### config.mk
export PLATFORM = sky130hd
export DESIGN_NAME = emfr_dual_rx
export DESIGN_NICKNAME = d
export VERILOG_FILES = /design/src/rtl/emfr_pkg.sv /design/src/rtl/emfr_bit_ctrl.sv /design/src/rtl/emfr_link_data.sv /design/src/rtl/emfr_select.sv /design/src/rtl/emfr_dual_rx.sv
export SDC_FILE = /design/constraint.sdc
export NUM_CORES = 1
export LEC_CHECK = 0
export ABC_AREA = 1
export BUFFER_PORTS_ARGS = -buffer_cell sky130_fd_sc_hd__buf_2
export CAP_MARGIN = 25
export CORE_MARGIN = 2
export CORE_UTILIZATION = 45
export CTS_CLUSTER_SIZE = 8
export DETAILED_ROUTE_END_ITERATION = 7
export GPL_TIMING_DRIVEN = 0
export PLACE_DENSITY = 0.61
export SYNTH_ARGS = -nofsm -noshare
export SYNTH_HDL_FRONTEND = slang
export SYNTH_SLANG_ARGS = --single-unit
### constraint.sdc
create_clock -name clk -period 14 [get_ports clk]
set_input_delay 1.4 -clock clk [delete_from_list [all_inputs] [get_ports clk]]
set_output_delay 1.4 -clock clk [all_outputs]
set_load 0.02 [all_outputs]
### src/rtl/emfr_pkg.sv
package emfr_pkg;

  localparam int FRAME_BITS = 32;
  localparam int ENERGY_W   = 16;
  localparam logic [6:0] MARKER = 7'b1001_000;

  typedef struct packed {
    logic bitStrobe;
    logic bitVal;
    logic frameEnd;
  } rxStrobe_t;

  function automatic logic [7:0] crc8Calc(input logic [23:0] data);
    logic [7:0] acc;
    logic       fb;
    acc = 8'h00;
    for (int i = 23; i >= 0; i--) begin
      fb  = acc[7] ^ data[i];
      acc = {acc[6:0], 1'b0} ^ (fb ? 8'h07 : 8'h00);
    end
    return acc;
  endfunction

endpackage

### src/rtl/emfr_bit_ctrl.sv
module emfr_bit_ctrl
  import emfr_pkg::*;
#(
  parameter int SPB = 8
) (
  input  logic      clk,
  input  logic      rstN,
  input  logic      lineIn,
  output rxStrobe_t strb
);

  localparam int PW = $clog2(SPB);
  localparam int BW = $clog2(FRAME_BITS);
  localparam logic [PW-1:0] PH_FIRST = PW'(SPB / 4);
  localparam logic [PW-1:0] PH_SECOND = PW'((3 * SPB) / 4);
  localparam logic [PW-1:0] PH_LAST = PW'(SPB - 1);

  typedef enum logic [1:0] {S_IDLE, S_RUN, S_DONE} ctrlState_t;

  ctrlState_t      state;
  logic [1:0]      syncQ;
  logic            linePrev;
  logic            firstHalf;
  logic [PW-1:0]   phase;
  logic [BW-1:0]   bitCnt;
  logic            lineS;

  assign lineS = syncQ[1];

  always_ff @(posedge clk or negedge rstN) begin
    if (!rstN) begin
      state     <= S_IDLE;
      syncQ     <= '0;
      linePrev  <= 1'b0;
      firstHalf <= 1'b0;
      phase     <= '0;
      bitCnt    <= '0;
    end else begin
      syncQ    <= {syncQ[0], lineIn};
      linePrev <= lineS;
      case (state)
        S_IDLE: begin
          if (lineS && !linePrev) begin
            state  <= S_RUN;
            phase  <= PW'(1);
            bitCnt <= '0;
          end
        end
        S_RUN: begin
          if (phase == PH_LAST) begin
            phase  <= '0;
            bitCnt <= bitCnt + 1'b1;
          end else begin
            phase <= phase + 1'b1;
          end
          if (phase == PH_FIRST) firstHalf <= lineS;
          if (phase == PH_SECOND) begin
            if (lineS == firstHalf) state <= S_IDLE;
            else if (bitCnt == BW'(FRAME_BITS - 1)) state <= S_DONE;
          end
        end
        default: state <= S_IDLE;
      endcase
    end
  end

  always_comb begin
    strb.bitStrobe = (state == S_RUN) && (phase == PH_SECOND) && (lineS != firstHalf);
    strb.bitVal    = firstHalf;
    strb.frameEnd  = (state == S_DONE);
  end

endmodule

### src/rtl/emfr_link_data.sv
module emfr_link_data
  import emfr_pkg::*;
#(
  parameter int FRAME_TO  = 24000,
  parameter int TOGGLE_TO = 2000000,
  parameter int CNT_W     = 8
) (
  input  logic                clk,
  input  logic                rstN,
  input  rxStrobe_t           strb,
  output logic [ENERGY_W-1:0] energy,
  output logic                healthy,
  output logic                frameTo,
  output logic                togTo,
  output logic [CNT_W-1:0]    crcCnt,
  output logic [CNT_W-1:0]    ftCnt,
  output logic [CNT_W-1:0]    ttCnt
);

  localparam int FW = $clog2(FRAME_TO + 1);
  localparam int TW = $clog2(TOGGLE_TO + 1);

  logic [FRAME_BITS-1:0] shiftReg;
  logic [FW-1:0]         frameTimer;
  logic [TW-1:0]         togTimer;
  logic                  haveData;
  logic                  lastTog;
  logic                  structOk;
  logic                  crcOk;
  logic                  goodFrame;
  logic                  crcBad;
  logic                  togChange;

  always_comb begin
    structOk  = (shiftReg[31:25] == MARKER);
    crcOk     = (shiftReg[7:0] == crc8Calc(shiftReg[31:8]));
    goodFrame = strb.frameEnd && structOk && crcOk;
    crcBad    = strb.frameEnd && structOk && !crcOk;
    togChange = goodFrame && (!haveData || (shiftReg[24] != lastTog));
  end

  assign healthy = haveData && !frameTo && !togTo;

  always_ff @(posedge clk or negedge rstN) begin
    if (!rstN) begin
      shiftReg   <= '0;
      energy     <= '0;
      haveData   <= 1'b0;
      lastTog    <= 1'b0;
      frameTimer <= '0;
      frameTo    <= 1'b0;
      togTimer   <= '0;
      togTo      <= 1'b0;
      crcCnt     <= '0;
      ftCnt      <= '0;
      ttCnt      <= '0;
    end else begin
      if (strb.bitStrobe) shiftReg <= {shiftReg[FRAME_BITS-2:0], strb.bitVal};

      if (crcBad && (crcCnt != '1)) crcCnt <= crcCnt + 1'b1;

      if (goodFrame) begin
        energy     <= shiftReg[23:8];
        haveData   <= 1'b1;
        lastTog    <= shiftReg[24];
        frameTimer <= '0;
        frameTo    <= 1'b0;
      end else if (!frameTo) begin
        if (frameTimer == FW'(FRAME_TO - 1)) begin
          frameTo <= 1'b1;
          if (ftCnt != '1) ftCnt <= ftCnt + 1'b1;
        end else begin
          frameTimer <= frameTimer + 1'b1;
        end
      end

      if (togChange) begin
        togTimer <= '0;
        togTo    <= 1'b0;
      end else if (!togTo) begin
        if (togTimer == TW'(TOGGLE_TO - 1)) begin
          togTo <= 1'b1;
          if (ttCnt != '1) ttCnt <= ttCnt + 1'b1;
        end else begin
          togTimer <= togTimer + 1'b1;
        end
      end
    end
  end

  // the CRC counter only ever moves up by one
  p_crc_step_r3: assert property (@(posedge clk) disable iff (!rstN)
    (crcCnt != $past(crcCnt)) |-> (crcCnt == $past(crcCnt) + 1'b1));

  // a full counter stays full
  p_crc_hold_full_r11: assert property (@(posedge clk) disable iff (!rstN)
    (crcCnt == '1) |=> (crcCnt == '1));

  // entering frame timeout bumps its counter unless it is full
  p_frame_to_count_r4: assert property (@(posedge clk) disable iff (!rstN)
    $rose(frameTo) |-> ((ftCnt == $past(ftCnt) + 1'b1) || ($past(ftCnt) == '1)));

  // entering toggle timeout bumps its counter unless it is full
  p_toggle_to_count_r5: assert property (@(posedge clk) disable iff (!rstN)
    $rose(togTo) |-> ((ttCnt == $past(ttCnt) + 1'b1) || ($past(ttCnt) == '1)));

endmodule

### src/rtl/emfr_select.sv
module emfr_select
  import emfr_pkg::*;
#(
  parameter int ENERGY_STEP = 240,
  parameter int LEVELS      = 32
) (
  input  logic                      clk,
  input  logic                      rstN,
  input  logic [1:0]                healthy,
  input  logic [ENERGY_W-1:0]       energyA,
  input  logic [ENERGY_W-1:0]       energyB,
  output logic [$clog2(LEVELS)-1:0] level,
  output logic                      levelValid,
  output logic                      selB,
  output logic                      allFailed
);

  localparam int LW = $clog2(LEVELS);
  localparam logic [LW-1:0] LEVEL_MAX = LW'(LEVELS - 1);

  logic                  useB;
  logic [ENERGY_W-1:0]   selEnergy;
  logic [LEVELS-1:1]     aboveStep;
  logic [LW-1:0]         convLevel;

  assign useB      = !healthy[0] && healthy[1];
  assign selEnergy = useB ? energyB : energyA;

  for (genvar k = 1; k < LEVELS; k++) begin : g_step
    assign aboveStep[k] = (32'(selEnergy) >= 32'(k * ENERGY_STEP));
  end

  always_comb begin
    convLevel = '0;
    for (int k = 1; k < LEVELS; k++) convLevel = convLevel + LW'(aboveStep[k]);
  end

  always_ff @(posedge clk or negedge rstN) begin
    if (!rstN) begin
      level      <= LEVEL_MAX;
      levelValid <= 1'b0;
      selB       <= 1'b0;
      allFailed  <= 1'b1;
    end else if (healthy == 2'b00) begin
      level      <= LEVEL_MAX;
      levelValid <= 1'b0;
      selB       <= 1'b0;
      allFailed  <= 1'b1;
    end else begin
      level      <= convLevel;
      levelValid <= 1'b1;
      selB       <= useB;
      allFailed  <= 1'b0;
    end
  end

  // a healthy link A always wins
  p_prefer_a_r7: assert property (@(posedge clk) disable iff (!rstN)
    healthy[0] |=> (!selB && levelValid));

  // link B takes over only when A is down
  p_use_b_r7: assert property (@(posedge clk) disable iff (!rstN)
    (!healthy[0] && healthy[1]) |=> selB);

  // no healthy link means the safe level
  p_fallback_r9: assert property (@(posedge clk) disable iff (!rstN)
    (healthy == 2'b00) |=> (allFailed && !levelValid && (level == LEVEL_MAX)));

endmodule

### src/rtl/emfr_dual_rx.sv
module emfr_dual_rx
  import emfr_pkg::*;
#(
  parameter int SPB         = 8,
  parameter int FRAME_TO    = 24000,
  parameter int TOGGLE_TO   = 2000000,
  parameter int CNT_W       = 8,
  parameter int ENERGY_STEP = 240,
  parameter int LEVELS      = 32
) (
  input  logic                      clk,
  input  logic                      rstN,
  input  logic                      lineA,
  input  logic                      lineB,
  output logic [$clog2(LEVELS)-1:0] level,
  output logic                      levelValid,
  output logic                      selLinkB,
  output logic                      allFailed,
  output logic [1:0]                linkHealthy,
  output logic [1:0]                frameTimeout,
  output logic [1:0]                toggleTimeout,
  output logic [CNT_W-1:0]          crcCntA,
  output logic [CNT_W-1:0]          crcCntB,
  output logic [CNT_W-1:0]          frameToCntA,
  output logic [CNT_W-1:0]          frameToCntB,
  output logic [CNT_W-1:0]          toggleToCntA,
  output logic [CNT_W-1:0]          toggleToCntB
);

  localparam int LINKS = 2;

  logic [LINKS-1:0]    lines;
  rxStrobe_t           strb     [LINKS];
  logic [ENERGY_W-1:0] energy   [LINKS];
  logic [CNT_W-1:0]    crcCnt   [LINKS];
  logic [CNT_W-1:0]    ftCnt    [LINKS];
  logic [CNT_W-1:0]    ttCnt    [LINKS];

  assign lines = {lineB, lineA};

  for (genvar g = 0; g < LINKS; g++) begin : g_link
    emfr_bit_ctrl #(.SPB(SPB)) u_ctrl (
      .clk   (clk),
      .rstN  (rstN),
      .lineIn(lines[g]),
      .strb  (strb[g])
    );

    emfr_link_data #(
      .FRAME_TO (FRAME_TO),
      .TOGGLE_TO(TOGGLE_TO),
      .CNT_W    (CNT_W)
    ) u_data (
      .clk    (clk),
      .rstN   (rstN),
      .strb   (strb[g]),
      .energy (energy[g]),
      .healthy(linkHealthy[g]),
      .frameTo(frameTimeout[g]),
      .togTo  (toggleTimeout[g]),
      .crcCnt (crcCnt[g]),
      .ftCnt  (ftCnt[g]),
      .ttCnt  (ttCnt[g])
    );
  end

  emfr_select #(.ENERGY_STEP(ENERGY_STEP), .LEVELS(LEVELS)) u_sel (
    .clk       (clk),
    .rstN      (rstN),
    .healthy   (linkHealthy),
    .energyA   (energy[0]),
    .energyB   (energy[1]),
    .level     (level),
    .levelValid(levelValid),
    .selB      (selLinkB),
    .allFailed (allFailed)
  );

  assign crcCntA      = crcCnt[0];
  assign crcCntB      = crcCnt[1];
  assign frameToCntA  = ftCnt[0];
  assign frameToCntB  = ftCnt[1];
  assign toggleToCntA = ttCnt[0];
  assign toggleToCntB = ttCnt[1];

endmodule

==> run summary, run 1 <==
WL met2 = 16.82 mm
Drt initial violations = 889
Global-route wire length before repair = 63.17 mm
Power per cell area = 101.8 nW/um2
Sequential share of the synthesized area = 0.4015
Most frequent cell after synthesis = nand2_1
Final Slew Violations = 0
Fill cells = 3353
CP Capture Type = flop
CP max-delay cell = fa_1
H-tree depth = 2
Flops & latches, synth = 252
Met3 WL = 1.507 mm
Layout area overhead = 12.95%
Pin count of the biggest net entering global routing = 96
Die ar. = 36450 um2
Total negative slack = 0 ns
Post-synth top area cell = dfrtp_1
Crit path required time = 14.46 ns
Total track usage = 0.2088
I/O pins = 66
CTS tree = done
Max Used Layer = met4
Number of flops mapped to enable cells by yosys = 0
Number of nets in the layout = 2273
Share of cells above drive strength 1 = 0.1011
Die W = 190.9 um
Predominant post-synthesis flop cell = dfrtp_1
Ant. Diodes = 0
Antenna-violating nets left = 0
Port-buffer cells = 65
Final setup viols = 0
Post-synthesis cell area = 15720 um2
Initial core utilization = 0.4563
Worst setup SP type = flop
Fin crit share = 0.5597
Maxcap violations = 0
Pre-antenna DRT Iters = 5
Skew final = 0.01947 ns
Avg Cell Area, Syn = 7.466 um2
DRC viols = 0
Min cycle time layout = 7.836 ns
Critical path class = reg -> reg
Inserted Clock Buffers = 38
Worst-Margin Slew = 0.9958 ns
Warnings from Yosys = 0
CP top delay family = adder cells
Post-synthesis cell type count = 54
Fmax = 0.1276 GHz
Worst min path class = reg -> reg
Total gr overflow = 0
Gpl congestion = 0.9041
Post-Syn Nets = 2166
Core ar. = 34460 um2
Pwr Total = 0.001808 W
DRT Wirelength = 36.44 mm
Worst-Skew Late Latency = 0.53 ns
CP peak stage delay = 0.54 ns
IR drop worst, VDD = 0.08335 mV
RSZ-0062 raised after global routing = false
Fin. Hold Viols = 0
Syn Inst Count = 2106
Crit-path max FO = 10
Asr flop ratio synth = 1.000
DP HPWL = 26.93 mm
Cell Rows = 68
Postcts setup bufs = 0
Vias/cell = 5.034
Number of global-route vias before repair = 13050
CTS root buf = clkbuf_16
Initial antenna violation count = 0
CTS max path bufs = 3
Met1 wire length = 17.05 mm
Outcome = complete, no violations
CTS hold repair buffers = 0
Number of buffers and inverters on the critical path = 8
Yosys top cell area share = 0.3915
Final hold slack = 0.3487 ns
Synth area leaders = dfrtp_1 39%, nand2_1 14%, inv_1 8.3%
Rel. slew slack = 0.3310
Total number of vias = 13490
Post-synth top cells = 593 x nand2_1, 347 x inv_1, 246 x dfrtp_1
Die Height = 190.9 um
Arr. time, crit path = 8.30 ns
CTS resizes = 0
Num Clock Sinks = 252
Lkg Pwr = 9.242 nW
Reg2Reg Setup Slack = 6.16 ns
DR WL/cell = 13.60 um
Most frequent cell on the critical path = fa_1
Clk slew on worst S/H paths = 0.05 ns
## worst register-to-register path: cells and delay by family (launching register included)
kind,cells,cell delay (ns)
adders and majority gates,9,4.00
buffers and inverters,8,1.21
AOI/OAI and AO/OA,6,1.11
and+or+nand+nor,3,0.98
DFF,1,0.47
## flip-flops by register name, indices dropped and copies added, names as in the netlist, 10 cells and up
register and cells:
g_link.u_data.ftCnt 16, g_link.u_data.shiftReg 64, g_link.u_data.crcCnt 16, g_link.u_data.energy 24
g_link.u_ctrl.bitCnt 10, g_link.u_data.ttCnt 16, g_link.u_data.togTimer 42, g_link.u_data.frameTimer 30
## power breakdown
| part | switching, W | internal [W] |
|---|---|---|
| Sequential | 0.0000202 | 0.000757 |
| Combinational | 0.000126 | 0.0000563 |
| Clock | 0.000322 | 0.000527 |
## cell type report
| class | instances | area [um2] | share of cell area |
|---|---|---|---|
| Timing Repair Buffer | 67 | 390.4 | 0.02198 |
| Sequential cell | 252 | 6314 | 0.3555 |
| Buffer | 42 | 282.8 | 0.01592 |
| Inverter | 358 | 1344 | 0.07567 |
| Multi-Input combinational cell | 1454 | 7784 | 0.4383 |
| Clock buffer | 50 | 1037 | 0.05840 |
| Clock inverter | 2 | 38.79 | 0.002184 |
| Tap cell | 455 | 569.3 | 0.03206 |
## metal layers
metal	vias up	GRT usage
li1	6917	-
met5	-	0
met4	0	0.07126
met3	85	0.03084
met1	6223	0.2786
met2	267	0.3467
## cell families after synthesis
family	Yosys count	synth area share
and+or+nand+nor	1088	0.3082
DFF	252	0.4015
muxes	2	0.001273
AOI/OAI and AO/OA	222	0.08212
xor gates and xnor gates	86	0.04790
adders and majority gates	56	0.05554
buffers and inverters	400	0.1034
## layout by cell type, fill, tap and decap left out, types with 39 or more instances in the layout
cell       netlist  routed
nand4_1         48      48
nand3_1        200     200
clkbuf_16        0      39
buf_2            4      68
dfrtp_1        246     246
xor2_1          58      58
nand2_1        593     593
nor2_1         124     124
o21ai_0        129     129
inv_1          347     347
## through the flow
stage / instances / util / instance area (um2) / setup WS, ns
after global placement: 2626 / 0.4823 / 16620 / 6.030
after floorplan: 2106 / - / 15720 / 7.338
after CTS: 2680 / 0.5154 / 17760 / 6.158
after global routing: 2680 / 0.5154 / 17760 / 5.649
final: 2680 / 0.5154 / 17760 / 6.164
after detailed placement: 2628 / 0.4842 / 16680 / 6.200
## final timing paths
check / depth (start not counted) / startpoint / to
setup / recovery: 26 / g_link[1].u_data.togTo$_DFF_PN0_ / u_sel.level[4]$_DFF_PN1_
hold / removal: 0 / g_link[0].u_ctrl.syncQ[0]$_DFF_PN0_ / g_link[0].u_ctrl.syncQ[1]$_DFF_PN0_
hold reg to reg: 0 / g_link[0].u_ctrl.syncQ[0]$_DFF_PN0_ / g_link[0].u_ctrl.syncQ[1]$_DFF_PN0_
setup reg to reg: 26 / g_link[1].u_data.togTo$_DFF_PN0_ / u_sel.level[4]$_DFF_PN1_
max in group asynchronous: 2 / rstN / g_link[1].u_data.togTimer[15]$_DFFE_PN0P_
min in group asynchronous: 1 / rstN / g_link[0].u_data.togTimer[10]$_DFFE_PN0P_
No activity file was read; power rests on OpenSTA's default activity.
==> run 2, diff against run 1 <==
- ABC_AREA: 1 -> 0
- PLACE_DENSITY: 0.61 -> 0.64
- clock period: 14 -> 7.1 ns (I/O delays scaled with it)
==> run summary, run 2 <==
Outcome = complete, no violations
Fill cells = 2770
DR WL/cell = 15.32 um
Worst-Skew Late Latency = 0.51 ns
Critical path class = reg -> reg
DP Worst Slack = -1.209 ns
Post-synthesis cell area = 14260 um2
Final WS setup = 0.3793 ns
Pin count of the biggest net entering global routing = 107
Largest registers = g_link.u_data.shiftReg (64), g_link.u_data.togTimer (42), g_link.u_data.energy (32)
Min cycle time layout = 6.721 ns
Asr flop ratio synth = 1.000
Cell Rows = 65
Drt initial violations = 482
CP max-delay cell = or4_1
Vias/cell = 5.316
Arr. time, crit path = 7.14 ns
DRC viols = 0
Share of cells above drive strength 1 = 0.2062
CP Capture Type = flop
Final Slew Violations = 0
Flops & latches, synth = 260
Crit-path max FO = 5
Fmax = 0.1488 GHz
Skew final = 0.01389 ns
Worst R2R End = u_sel.level[4]$_DFF_PN1_
CP peak stage delay = 0.59 ns
Die Height = 182.0 um
Register-to-Register Path Depth = 26
Crit path to = u_sel.level[4]$_DFF_PN1_
Core ar. = 31390 um2
Most frequent cell after synthesis = dfrtp_1
Fin. Hold Viols = 0
Initial antenna violation count = 0
Post-synth top cells = 254 x dfrtp_1, 119 x nor2_1, 96 x nand2_1, 96 x xor2_1, 90 x mux2_2
Number of global-route vias before repair = 9728
CTS tree = done
Predominant post-synthesis flop cell = dfrtp_1
Total gr overflow = 0
Number of buffers and inverters on the critical path = 6
Post-Syn Nets = 1327
Clk slew on worst S/H paths = 0.05 ns
Avg Cell Area, Syn = 11.26 um2
Ant. Diodes = 0
Post-synthesis cell type count = 69
Syn Inst Count = 1267
Most frequent cell on the critical path = fa_1
Max reg flops = 64
Lkg Pwr = 8.228 nW
Total number of vias = 9510
Reg2Reg Setup Slack = 0.38 ns
Number of flops mapped to enable cells by yosys = 0
Rel. slew slack = 0.5225
CTS max path bufs = 3
Antenna-violating nets left = 0
I/O pins = 66
Layout area overhead = 14.96%
Post-synth top area cell = dfrtp_1
Setup crit start = g_link[1].u_data.togTo$_DFF_PN0_
Die ar. = 33130 um2
Pre-antenna DRT Iters = 5
Total negative slack = 0 ns
Crit path required time = 7.52 ns
Synth area leaders = dfrtp_1 45%, mux2_2 7.1%, xor2_1 5.9%
Number of nets in the layout = 1441
Worst min path class = in -> async
Maxcap violations = 0
Commonest non-fill, non-tap cell in the layout = dfrtp_1
Gpl congestion = 0.8978
CP top delay family = adder cells
Total track usage = 0.1739
Worst-Margin Slew = 0.7162 ns
Worst setup SP type = flop
Most frequent cells in the layout = 253 x dfrtp_1, 118 x nor2_1, 96 x nand2_1, 96 x xor2_1, 90 x mux2_2
Warnings from Yosys = 0
Sequential share of the synthesized area = 0.4567
Port-buffer cells = 65
DRT Wirelength = 27.41 mm
Global-route wire length before repair = 47.91 mm
Largest Register = g_link.u_data.shiftReg
DP HPWL = 19.31 mm
Worst path depth = 26
Worst R2R Start = g_link[1].u_data.togTo$_DFF_PN0_
Initial core utilization = 0.4543
Final setup viols = 0
CTS root buf = clkbuf_16
Die W = 182.0 um
H-tree depth = 2
Num Clock Sinks = 260
Yosys top cell area share = 0.4457
Inserted Clock Buffers = 38
Power per cell area = 216.8 nW/um2
Fin crit share = 0.9466
IR drop worst, VDD = 0.1377 mV
-- run 2: cell types whose count changed in the layout (fill, tap and decap cells not counted), moves of 16 or more --
cell and delta:
inv_1 -304, nand4_1 -26, nand2_2 -19, xnor2_1 +46, nand3_1 -144, xnor3_1 +24, nand2_1 -497, xor2_1 +38
o21ai_1 -16, and3_1 +27, o21ai_0 -93, mux2_2 +90
-- run 2: cell type report --
| type | count | area (um2) | area share |
|---|---|---|---|
| buffer | 44 | 281.5 | 0.01717 |
| clock buffer | 44 | 994.7 | 0.06067 |
| clock inverter | 2 | 13.76 | 0.0008395 |
| inverter | 43 | 161.4 | 0.009845 |
| multi-input combinational | 920 | 7482 | 0.4564 |
| sequential | 260 | 6515 | 0.3974 |
| tap | 402 | 503.0 | 0.03068 |
| timing repair buffer | 74 | 442.9 | 0.02702 |
-- run 2: worst min-delay path by stage --
stage,end,slack (ns),cells after the start
after floorplan,g_link[0].u_ctrl.syncQ[1]$_DFF_PN0_,0.33,0
after global placement,g_link[1].u_ctrl.syncQ[1]$_DFF_PN0_,0.33,0
after detailed placement,g_link[1].u_ctrl.syncQ[1]$_DFF_PN0_,0.33,0
after CTS,g_link[0].u_data.togTimer[11]$_DFFE_PN0P_,0.18,1
after global routing,g_link[0].u_data.togTimer[12]$_DFFE_PN0P_,0.20,1
final,g_link[0].u_data.togTimer[12]$_DFFE_PN0P_,0.16,1
-- run 2: cell families after synthesis --
family	Yosys count	synth area share
compound gates	112	0.05159
fa+ha+maj	56	0.06124
buf+inv	87	0.02825
flops	260	0.4567
simple gates	427	0.1472
mux	121	0.09747
xor+xnor	204	0.1575
-- run 2: where the power goes --
part | switching [W] | internal [W] | total, W
clock network | 0.000603 | 0.000970 | 0.00157
registers | 0.0000590 | 0.00155 | 0.00161
logic | 0.000190 | 0.000179 | 0.000369
total | 0.000852 | 0.00270 | 0.00355
-- run 2: stage by stage --
step | instance area, um2 | utilization | cells | power [W] | hold slack, ns
final | 16390 | 0.5222 | 1789 | 0.003554 | 0.1577
after global routing | 16390 | 0.5222 | 1789 | 0.003741 | 0.2040
after CTS | 16250 | 0.5177 | 1786 | 0.003617 | 0.1840
after detailed placement | 15170 | 0.4833 | 1738 | 0.002011 | 0.3347
after global placement | 15090 | 0.4808 | 1734 | 0.001990 | 0.3348
after floorplan | 14260 | - | 1267 | 0.001906 | 0.3312
-- run 2: timing repair --
item,CTS,global route
setup buffers,2,3
resized for setup,15,33
pin swaps,1,3
setup endpoints to repair,5,3
hold buffers,0,0
-- run 2: layer usage --
layer,vias up,global-route usage,wire length [um]
met4,0,0.04903,604
met3,54,0.03129,1117
met5,-,0,0
met1,4675,0.2394,12780
li1,4602,-,-
met2,179,0.2834,12900
